==> src/rtl/irq_dg_pkg.sv <==
package irq_dg_pkg;
    localparam int ADDR_W  = 12;
    localparam int DATA_W  = 32;
    localparam int IDX_W   = 10;
    localparam int PC_LAST = 28;
    localparam int PC_NUM  = PC_LAST + 1;
    localparam logic [IDX_W-1:0] NO_IRQ = 10'd1023;

    // main window offsets
    localparam logic [ADDR_W-1:0] OFF_CTRL   = 12'h000;
    localparam logic [ADDR_W-1:0] OFF_EN_SET = 12'h030;
    localparam logic [ADDR_W-1:0] OFF_EN_CLR = 12'h034;
    localparam logic [ADDR_W-1:0] OFF_ROUTE  = 12'h100;
    // per-CPU window offsets
    localparam logic [ADDR_W-1:0] OFF_CAUSE  = 12'h010;
    localparam logic [ADDR_W-1:0] OFF_ACK    = 12'h044;
    localparam logic [ADDR_W-1:0] OFF_MK_SET = 12'h048;
    localparam logic [ADDR_W-1:0] OFF_MK_CLR = 12'h04C;
endpackage

==> src/rtl/irq_dg_regs.sv <==
module irq_dg_regs
    import irq_dg_pkg::*;
#(
    parameter int NUM_SRC  = 64,
    parameter int NUM_CPUS = 4,
    localparam int SRC_W   = $clog2(NUM_SRC),
    localparam int CPU_W   = (NUM_CPUS > 1) ? $clog2(NUM_CPUS) : 1
) (
    input  logic                              clk,
    input  logic                              rst_n,
    input  logic                              wr_en,
    input  logic                              percpu,
    input  logic [CPU_W-1:0]                  cpu,
    input  logic [ADDR_W-1:0]                 addr,
    input  logic [DATA_W-1:0]                 wdata,
    output logic                              route_sel,
    output logic [SRC_W-1:0]                  route_idx,
    output logic [NUM_SRC-1:0]                gen_q,
    output logic [NUM_CPUS-1:0][NUM_SRC-1:0]  mask_q,
    output logic [NUM_SRC-1:0][NUM_CPUS-1:0]  rirq_q,
    output logic [NUM_SRC-1:0][NUM_CPUS-1:0]  rfiq_q
);
    typedef struct packed {
        logic [NUM_SRC-1:0]               gen;
        logic [NUM_CPUS-1:0][NUM_SRC-1:0] mask;
        logic [NUM_SRC-1:0][NUM_CPUS-1:0] rirq;
        logic [NUM_SRC-1:0][NUM_CPUS-1:0] rfiq;
    } regs_t;

    regs_t s_d, s_q;
    logic [ADDR_W-1:0] roff;
    logic              idx_ok;
    logic [SRC_W-1:0]  widx;

    always_comb begin
        roff      = addr - OFF_ROUTE;
        route_sel = (addr >= OFF_ROUTE) && (addr[1:0] == 2'b00) &&
                    ({2'b00, roff[ADDR_W-1:2]} < ADDR_W'(NUM_SRC));
        route_idx = roff[SRC_W+1:2];
        idx_ok    = wdata < DATA_W'(NUM_SRC);
        widx      = wdata[SRC_W-1:0];

        s_d = s_q;
        if (wr_en) begin
            if (!percpu) begin
                if (addr == OFF_EN_SET && idx_ok) s_d.gen[widx] = 1'b1;
                if (addr == OFF_EN_CLR && idx_ok) s_d.gen[widx] = 1'b0;
                if (route_sel) begin
                    s_d.rirq[route_idx] = wdata[NUM_CPUS-1:0];
                    s_d.rfiq[route_idx] = wdata[8 +: NUM_CPUS];
                end
            end else begin
                if (addr == OFF_MK_SET && idx_ok) s_d.mask[cpu][widx] = 1'b1;
                if (addr == OFF_MK_CLR && idx_ok) s_d.mask[cpu][widx] = 1'b0;
            end
        end
    end

    always_ff @(posedge clk) begin
        if (!rst_n) begin
            s_q.gen  <= '0;
            s_q.mask <= '1;
            s_q.rirq <= '0;
            s_q.rfiq <= '0;
        end else begin
            s_q <= s_d;
        end
    end

    assign gen_q  = s_q.gen;
    assign mask_q = s_q.mask;
    assign rirq_q = s_q.rirq;
    assign rfiq_q = s_q.rfiq;
endmodule

==> src/rtl/irq_dg_gate.sv <==
module irq_dg_gate
    import irq_dg_pkg::*;
#(
    parameter int NUM_SRC  = 64,
    parameter int NUM_CPUS = 4
) (
    input  logic [NUM_SRC-1:2]                src_i,
    input  logic [NUM_CPUS-1:0]               ipi_i,
    input  logic [NUM_CPUS-1:0]               msi_i,
    input  logic [NUM_SRC-1:0]                gen,
    input  logic [NUM_CPUS-1:0][NUM_SRC-1:0]  mask,
    input  logic [NUM_SRC-1:0][NUM_CPUS-1:0]  rirq,
    output logic [NUM_CPUS-1:0][NUM_SRC-1:0]  pend,
    output logic [NUM_CPUS-1:0][PC_NUM-1:0]   cause
);
    logic [NUM_CPUS-1:0][NUM_SRC-1:0] act;

    for (genvar c = 0; c < NUM_CPUS; c++) begin : g_cpu
        assign act[c][0] = ipi_i[c];
        assign act[c][1] = msi_i[c];
        assign act[c][NUM_SRC-1:2] = src_i;
        assign cause[c] = act[c][PC_NUM-1:0];
        for (genvar n = 0; n < NUM_SRC; n++) begin : g_src
            if (n <= PC_LAST) begin : g_private
                assign pend[c][n] = act[c][n] & gen[n] & ~mask[c][n];
            end else begin : g_shared
                assign pend[c][n] = act[c][n] & gen[n] & ~mask[c][n] & rirq[n][c];
            end
        end
    end
endmodule

==> src/rtl/irq_dg_pick.sv <==
module irq_dg_pick
    import irq_dg_pkg::*;
#(
    parameter int NUM_SRC = 64
) (
    input  logic [NUM_SRC-1:0] vec,
    output logic               found,
    output logic [IDX_W-1:0]   idx
);
    always_comb begin
        found = 1'b0;
        idx   = NO_IRQ;
        for (int i = NUM_SRC - 1; i >= 0; i--) begin
            if (vec[i]) begin
                found = 1'b1;
                idx   = IDX_W'(i);
            end
        end
    end
endmodule

==> src/rtl/irq_dual_gate_ctrl.sv <==
module irq_dual_gate_ctrl
    import irq_dg_pkg::*;
#(
    parameter int NUM_SRC  = 64,
    parameter int NUM_CPUS = 4,
    localparam int SRC_W   = $clog2(NUM_SRC),
    localparam int CPU_W   = (NUM_CPUS > 1) ? $clog2(NUM_CPUS) : 1
) (
    input  logic                clk,
    input  logic                rst_n,
    input  logic [NUM_SRC-1:2]  src_i,
    input  logic [NUM_CPUS-1:0] ipi_i,
    input  logic [NUM_CPUS-1:0] msi_i,
    input  logic                req_valid,
    input  logic                req_write,
    input  logic                req_percpu,
    input  logic [CPU_W-1:0]    req_cpu,
    input  logic [ADDR_W-1:0]   req_addr,
    input  logic [DATA_W-1:0]   req_wdata,
    output logic [DATA_W-1:0]   rdata,
    output logic [NUM_CPUS-1:0] irq_o
);
    logic                              route_sel;
    logic [SRC_W-1:0]                  route_idx;
    logic [NUM_SRC-1:0]                gen_q;
    logic [NUM_CPUS-1:0][NUM_SRC-1:0]  mask_q;
    logic [NUM_SRC-1:0][NUM_CPUS-1:0]  rirq_q;
    logic [NUM_SRC-1:0][NUM_CPUS-1:0]  rfiq_q;
    logic [NUM_CPUS-1:0][NUM_SRC-1:0]  pend;
    logic [NUM_CPUS-1:0][PC_NUM-1:0]   cause;
    logic [NUM_CPUS-1:0]               found;
    logic [NUM_CPUS-1:0][IDX_W-1:0]    ack_idx;

    irq_dg_regs #(.NUM_SRC(NUM_SRC), .NUM_CPUS(NUM_CPUS)) regs_i (
        .clk       (clk),
        .rst_n     (rst_n),
        .wr_en     (req_valid & req_write),
        .percpu    (req_percpu),
        .cpu       (req_cpu),
        .addr      (req_addr),
        .wdata     (req_wdata),
        .route_sel (route_sel),
        .route_idx (route_idx),
        .gen_q     (gen_q),
        .mask_q    (mask_q),
        .rirq_q    (rirq_q),
        .rfiq_q    (rfiq_q)
    );

    irq_dg_gate #(.NUM_SRC(NUM_SRC), .NUM_CPUS(NUM_CPUS)) gate_i (
        .src_i (src_i),
        .ipi_i (ipi_i),
        .msi_i (msi_i),
        .gen   (gen_q),
        .mask  (mask_q),
        .rirq  (rirq_q),
        .pend  (pend),
        .cause (cause)
    );

    for (genvar c = 0; c < NUM_CPUS; c++) begin : g_pick
        irq_dg_pick #(.NUM_SRC(NUM_SRC)) pick_i (
            .vec   (pend[c]),
            .found (found[c]),
            .idx   (ack_idx[c])
        );
        assign irq_o[c] = |pend[c];
    end

    logic [DATA_W-1:0] rdata_d, rdata_q;

    always_comb begin
        rdata_d = '0;
        if (req_valid && !req_write) begin
            if (!req_percpu) begin
                if (req_addr == OFF_CTRL) begin
                    rdata_d[IDX_W+1:2] = IDX_W'(NUM_SRC);
                end else if (route_sel) begin
                    rdata_d[NUM_CPUS-1:0]  = rirq_q[route_idx];
                    rdata_d[8 +: NUM_CPUS] = rfiq_q[route_idx];
                end
            end else begin
                if (req_addr == OFF_CAUSE) rdata_d[PC_NUM-1:0] = cause[req_cpu];
                if (req_addr == OFF_ACK)   rdata_d[IDX_W-1:0]  = ack_idx[req_cpu];
            end
        end
    end

    always_ff @(posedge clk) begin
        if (!rst_n) rdata_q <= '0;
        else        rdata_q <= rdata_d;
    end

    assign rdata = rdata_q;
endmodule

==> config.mk <==
export PLATFORM = sky130hd
export DESIGN_NAME = irq_dual_gate_ctrl
export DESIGN_NICKNAME = d
export VERILOG_FILES = /design/src/rtl/irq_dg_pkg.sv /design/src/rtl/irq_dg_regs.sv /design/src/rtl/irq_dg_gate.sv /design/src/rtl/irq_dg_pick.sv /design/src/rtl/irq_dual_gate_ctrl.sv
export SDC_FILE = /design/constraint.sdc
export NUM_CORES = 2
export LEC_CHECK = 0
export BUFFER_PORTS_ARGS = -buffer_cell sky130_fd_sc_hd__buf_2
export CAP_MARGIN = 25
export CORE_MARGIN = 2
export CORE_UTILIZATION = 40
export CTS_BUF_LIST = sky130_fd_sc_hd__clkbuf_4 sky130_fd_sc_hd__clkbuf_8
export CTS_CLUSTER_SIZE = 16
export DETAILED_ROUTE_END_ITERATION = 12
export GPL_TIMING_DRIVEN = 0
export PLACE_DENSITY_LB_ADDON = 0.08
export SKIP_CTS_REPAIR_TIMING = 1
export SYNTH_ARGS = -nofsm -noshare
export SYNTH_HDL_FRONTEND = slang
export SYNTH_SLANG_ARGS = --single-unit
==> constraint.sdc <==
create_clock -name clk -period 3.5 [get_ports clk]
set_clock_uncertainty 0.2 [all_clocks]
set_input_delay 0.35 -clock clk [delete_from_list [all_inputs] [get_ports clk]]
set_output_delay 0.35 -clock clk [all_outputs]
set_load 0.03 [all_outputs]
---- After elaboration in Yosys (flattened, before gate mapping) ----
Index checks and enable logic that the tools add are counted.
storage, ports and cells
  flip-flop bits (word level) ............. 864
  bits of input ports ..................... 121
  output and inout port bits .............. 36
cells by class
  equality and inequality tests ........... 6
  reduce and logical (&&, ||, !) cells .... 23
  muxes and demuxes ....................... 288
  add/sub/neg operators ................... 1
  order comparisons ....................... 9
  bitwise operators ....................... 730
operator list
  operator               number
  $mux W10               258
  $mux W256              4
  $bwmux W256            2
  $and A1 B1 Y1          467
  $mux W64               5
  $not A1 Y1             257
  $and A256 B256 Y256    1
  $not A256 Y256         1
  $or A256 B256 Y256     1
  $reduce_or A64 Y1      4
  $demux W64 S2          1
  $and A64 B64 Y64       1
  $not A64 Y64           1
  $or A64 B64 Y64        1
  $bmux W29 S2           1
  $mux W29               2
  $bmux W4 S6            2
  $eq A12 B7 Y1 const B  3
  $lt A32 B7 Y1 const B  1
  $demux W4 S6           1
  $eq A12 B6 Y1 const B  2
  $mux W4                6
  $bmux W10 S2           1
  $lt A6 B7 Y1 const B   2
  other kinds (18)       32

---- Logic depth before layout (Yosys ltp) ----
  depth in word-level cells ............... 71
  mapped depth ............................ 11
  gate-level depth less buffers ........... 8

---- Cells and area by module ----
A second synthesis with hierarchy kept.
second synthesis, totals
  cell total of the unflattened synthesis .. 5,248
  area total of the unflattened synthesis .. 44,940.6 sq um
by module, submodules not included
  module              cells each  area an instance (sq um)  times used
  irq_dg_regs         3,766       31,577.8                  1
  irq_dual_gate_ctrl  518         6,626.4                   1
  irq_dg_pick         148         862.1                     4
  irq_dg_gate         372         3,288.2                   1

---- Least setup slack after synthesis ----
OpenSTA, ideal clock, no wires.
  kind .................................... input to register
  start point ............................. input port src_i[4] (netlist bit)
  end point ............................... register rdata_q[8] (netlist: rdata[8])
  stages on the path ...................... 8
  slack ................................... 0.652 ns
  data arrival time ....................... 2.588 ns
  buffers on the path ..................... 0
  required time ........................... 3.240 ns
  cells stage by stage .................... and3b_4 -> or4_4 -> nor4_4 -> nor4b_4 -> nand4_2 -> mux4_2 -> o211ai_2 -> and3_1
between the ends
  longest elaborated chain between the ends .. 11
  elaborated cells on any way between the ends .. 29
RTL lines
  what                                line                      RTL
  from (decl)                         irq_dual_gate_ctrl.sv:11  input logic [NUM_SRC-1:2] src_i,
  $and A1 B1 Y1 (*)                   irq_dg_gate.sv:25         assign pend[c][n] = act[c][n] & gen[n] & ~mask[c][n];
  $and A1 B1 Y1                       irq_dg_gate.sv:25
  $mux W10 (5 in a row)               irq_dg_pick.sv:14         if (vec[i]) begin
  $bmux W10 S2 (*)                    irq_dual_gate_ctrl.sv:84  if (req_addr == OFF_ACK) rdata_d[IDX_W-1:0] = ack_idx[req_cpu];
  $mux W10 (not written as such) (*)  irq_dual_gate_ctrl.sv:84
  $mux W10 (*)                        irq_dual_gate_ctrl.sv:84
  $mux W12 (*)                        irq_dual_gate_ctrl.sv:75  if (!req_percpu) begin
  to (signal assigned)                irq_dual_gate_ctrl.sv:91  else rdata_q <= rdata_d;
  to (decl)                           irq_dual_gate_ctrl.sv:70  logic [DATA_W-1:0] rdata_d, rdata_q;
Every way passes the cells marked *; elsewhere a longest branch is shown, timed or not. The select of a mux whose other input is x is not followed.
A chain may end at the register's enable or synchronous reset.

==> summary.md <==
| Metric | Value |
|---|---|
| Number of global-route vias before repair | 39100 |
| Design Power | 21600 uW |
| Die footprint | 0.106 mm^2 |
| CP arrival | 4.28 ns |
| NetSw | 5700 uW |
| Number of synthesized flops with an enable pin | 0 |
| Routed Antenna Nets | 0 |
| Area of placed instances | 0.0441 mm^2 |
| Post-synthesis cell count | 5031 |
| Startpoint class of the critical path | flip-flop |
| Failing checks | negative hold slack, negative setup slack |
| Input/output buffers | 148 |
| Most common cell in the netlist | dfxtp_1 |
| CTS Root Cell | clkbuf_8 |
| P_int | 15900 uW |
| First-pass GRT wire length | 299000 um |
| Largest net degree at the start of global routing | 17 |
| Worst skew pair latency | 0.91 ns |
| Nets | 5548 |
| MaxCap Viol Count | 0 |
| Remaining Overflow, GRT | 0 |
| Status | finished, violations left |
| VDD IR-drop max | 0.306 mV |
| Rel. slew slack | 0.176 |
| Hold violation count in the final report | 2 |
| Yosys cell types | 93 |
| CTS Sinks | 861 |
| Least-Margin Pin Slew | 1.23 ns |
| Synth Cell Area | 0.0412 mm^2 |
| Fin area | 0.0484 mm^2 |
| TritonCTS buffer count | 156 |
| H-tree depth | 4 |
| Worst endpoint required time | 4.09 ns |
| Avg WL per Cell | 31.5 um |
| Yosys reg bits | 861 |
| Avg Inst Size Synth | 8.19 um^2 |
| GRT Total Usage | 0.395 |
| Final setup margin | -0.197 ns |
| Initial antenna violation count | 21 |
| Die Y | 325 um |
| Min Tclk post-route | 3.70 ns |
| Share of layout cells above drive strength 1 | 0.143 |
| Switching share of power | 0.264 |
| Post-Route WL | 218000 um |
| Starting density of the core | 0.404 |
| Num ports | 157 |
| CTS tree | done |
| Cell taking the most area after synthesis | dfxtp_1 |
| Maximum fanout along the worst path | 9 |
| Area delta synth->final | 17.5% |
| Pwr Density | 445 mW/mm^2 |
| DR iter-0 viols | 7287 |
| HP Class | in -> reg |
| Crit Path Category | reg -> reg |
| Clock tree buffer depth | 3 |
| Final setup violation count | 19 |
| Period utilization | 1.06 |
| CP Capture Type | flip-flop |
| Flop pwr share | 0.455 |
| Combinational power share | 0.066 |
| Max-slew violation count | 0 |
| Sequential area share after synthesis | 0.418 |
| Hold path startpoint | req_addr[6] |
| Syn. warnings | 0 |
| Top cell type's share of synthesized area | 0.418 |
| Clock transition at path regs | 0.06 ns |
| Top_reg_cell synth | dfxtp_1 |
| Die X | 325 um |
| Clock Power Share | 0.480 |
| Pre-antenna DRT Iters | 9 |
| Leak pwr | 0.0167 uW |
| Core area | 0.102 mm^2 |
| HPWL after detailed placement | 162000 um |
| Hold Worst Slack | -0.0536 ns |
| Maximum clock frequency | 0.271 GHz |
| RSZ-0062 raised after global routing | true |
| Row Count | 117 |
| Top cells by area, synth | dfxtp_1 42%, a21oi_1 9.1%, mux4_2 8.1% |
| Setup TNS | -0.754 ns |
| Via-per-instance ratio | 6.41 |
| Via count | 44300 |
| DRC viols | 0 |
| Async S/R FF share, synth | 0 |
| Setup WS pre-CTS | -1.72 ns |
| Post-synth top cells | 861 x dfxtp_1, 809 x nand2_1, 750 x a21oi_1 |
| Gp weighted congestion | 1.05 |
## per-layer routing
layer,vias to the layer above,track usage,part of all wire
li1,18800,-,-
met1,21600,0.572,0.42
met2,3270,0.522,0.39
met3,596,0.140,0.14
met4,20,0.169,0.048
met5,-,0,0.0010
## state kept, by name (all words and copies together), names as in the netlist, named ones only
register	count
regs_i.rirq_q	256
regs_i.rfiq_q	256
rdata	29
regs_i.mask_q	256
## cell usage in the layout, fill, tap and decap left out, drive strengths merged, types with 19 or more instances in the layout
master / Yosys / final
nand2b: 26 / 26
and3b: 36 / 36
clkbuf: 257 / 499
nand3: 87 / 87
nand3b: 56 / 56
nand4b: 111 / 111
mux2i: 127 / 127
buf: 87 / 281
and2: 44 / 44
a211oi: 19 / 19
and4b: 49 / 49
nand2: 812 / 812
a21oi: 750 / 750
nand4: 38 / 38
o21ai: 531 / 531
dfxtp: 861 / 861
dlygate4sd3: 0 / 37
nor4: 30 / 30
nor3: 27 / 27
mux4: 148 / 148
o211ai: 23 / 23
nor2: 656 / 656
inv: 19 / 27
o22ai: 27 / 27
## power groups by stage
stage / Sequential [uW] / Combinational, uW / Clock, uW
6_report: 9800 / 1410 / 10300
3_3_place_gp: 10000 / 1250 / 0
2_1_floorplan: 10000 / 547 / 0
4_1_cts: 9800 / 1290 / 10300
5_1_grt: 9800 / 1410 / 10800
3_5_place_dp: 10000 / 1280 / 0
## through the flow
step	util	cells
3_5_place_dp	0.432	6582
5_1_grt	0.474	6906
3_3_place_gp	0.428	6549
4_1_cts	0.464	6848
6_report	0.475	6913
2_1_floorplan	-	5033
## worst paths after layout
check                            to  slack, ns  cells past startpoint
setup reg to reg           rdata[2]      -0.20                      9
hold reg to reg   regs_i.rirq_q[73]       0.25                      2
hold / removal            rdata[10]      -0.05                      4
setup / recovery           rdata[2]      -0.20                      9
## cells by family after synthesis
group,count (synthesis),synth area share
simple gates,2046,0.238
buf+inv,364,0.0363
other cells,1,0.0000910
mux,277,0.112
compound gates,1482,0.195
flops,861,0.418
## final cells by class
type,instances,area [um^2]
fill,10300,53600
inverter,20,76.3
clock inverter,27,285
timing repair buffer,241,1730
buffer,339,1440
multi-input combinational,3808,22900
tap,1368,1710
antenna,10,25.0
clock buffer,239,3000
sequential,861,17200
## worst max-delay path, cell delays in order, from the launching register on
cell and delay [ns]:
dfxtp_1 0.30, clkbuf_1 0.18, nand4b_1 0.20, nand4_1 0.33
a311oi_1 0.75, o21ai_0 0.25, a311oi_1 0.53, nor2_1 0.08
o41ai_1 0.52, or3b_1 0.26
Note: power is estimated with default switching activity, not from simulation.
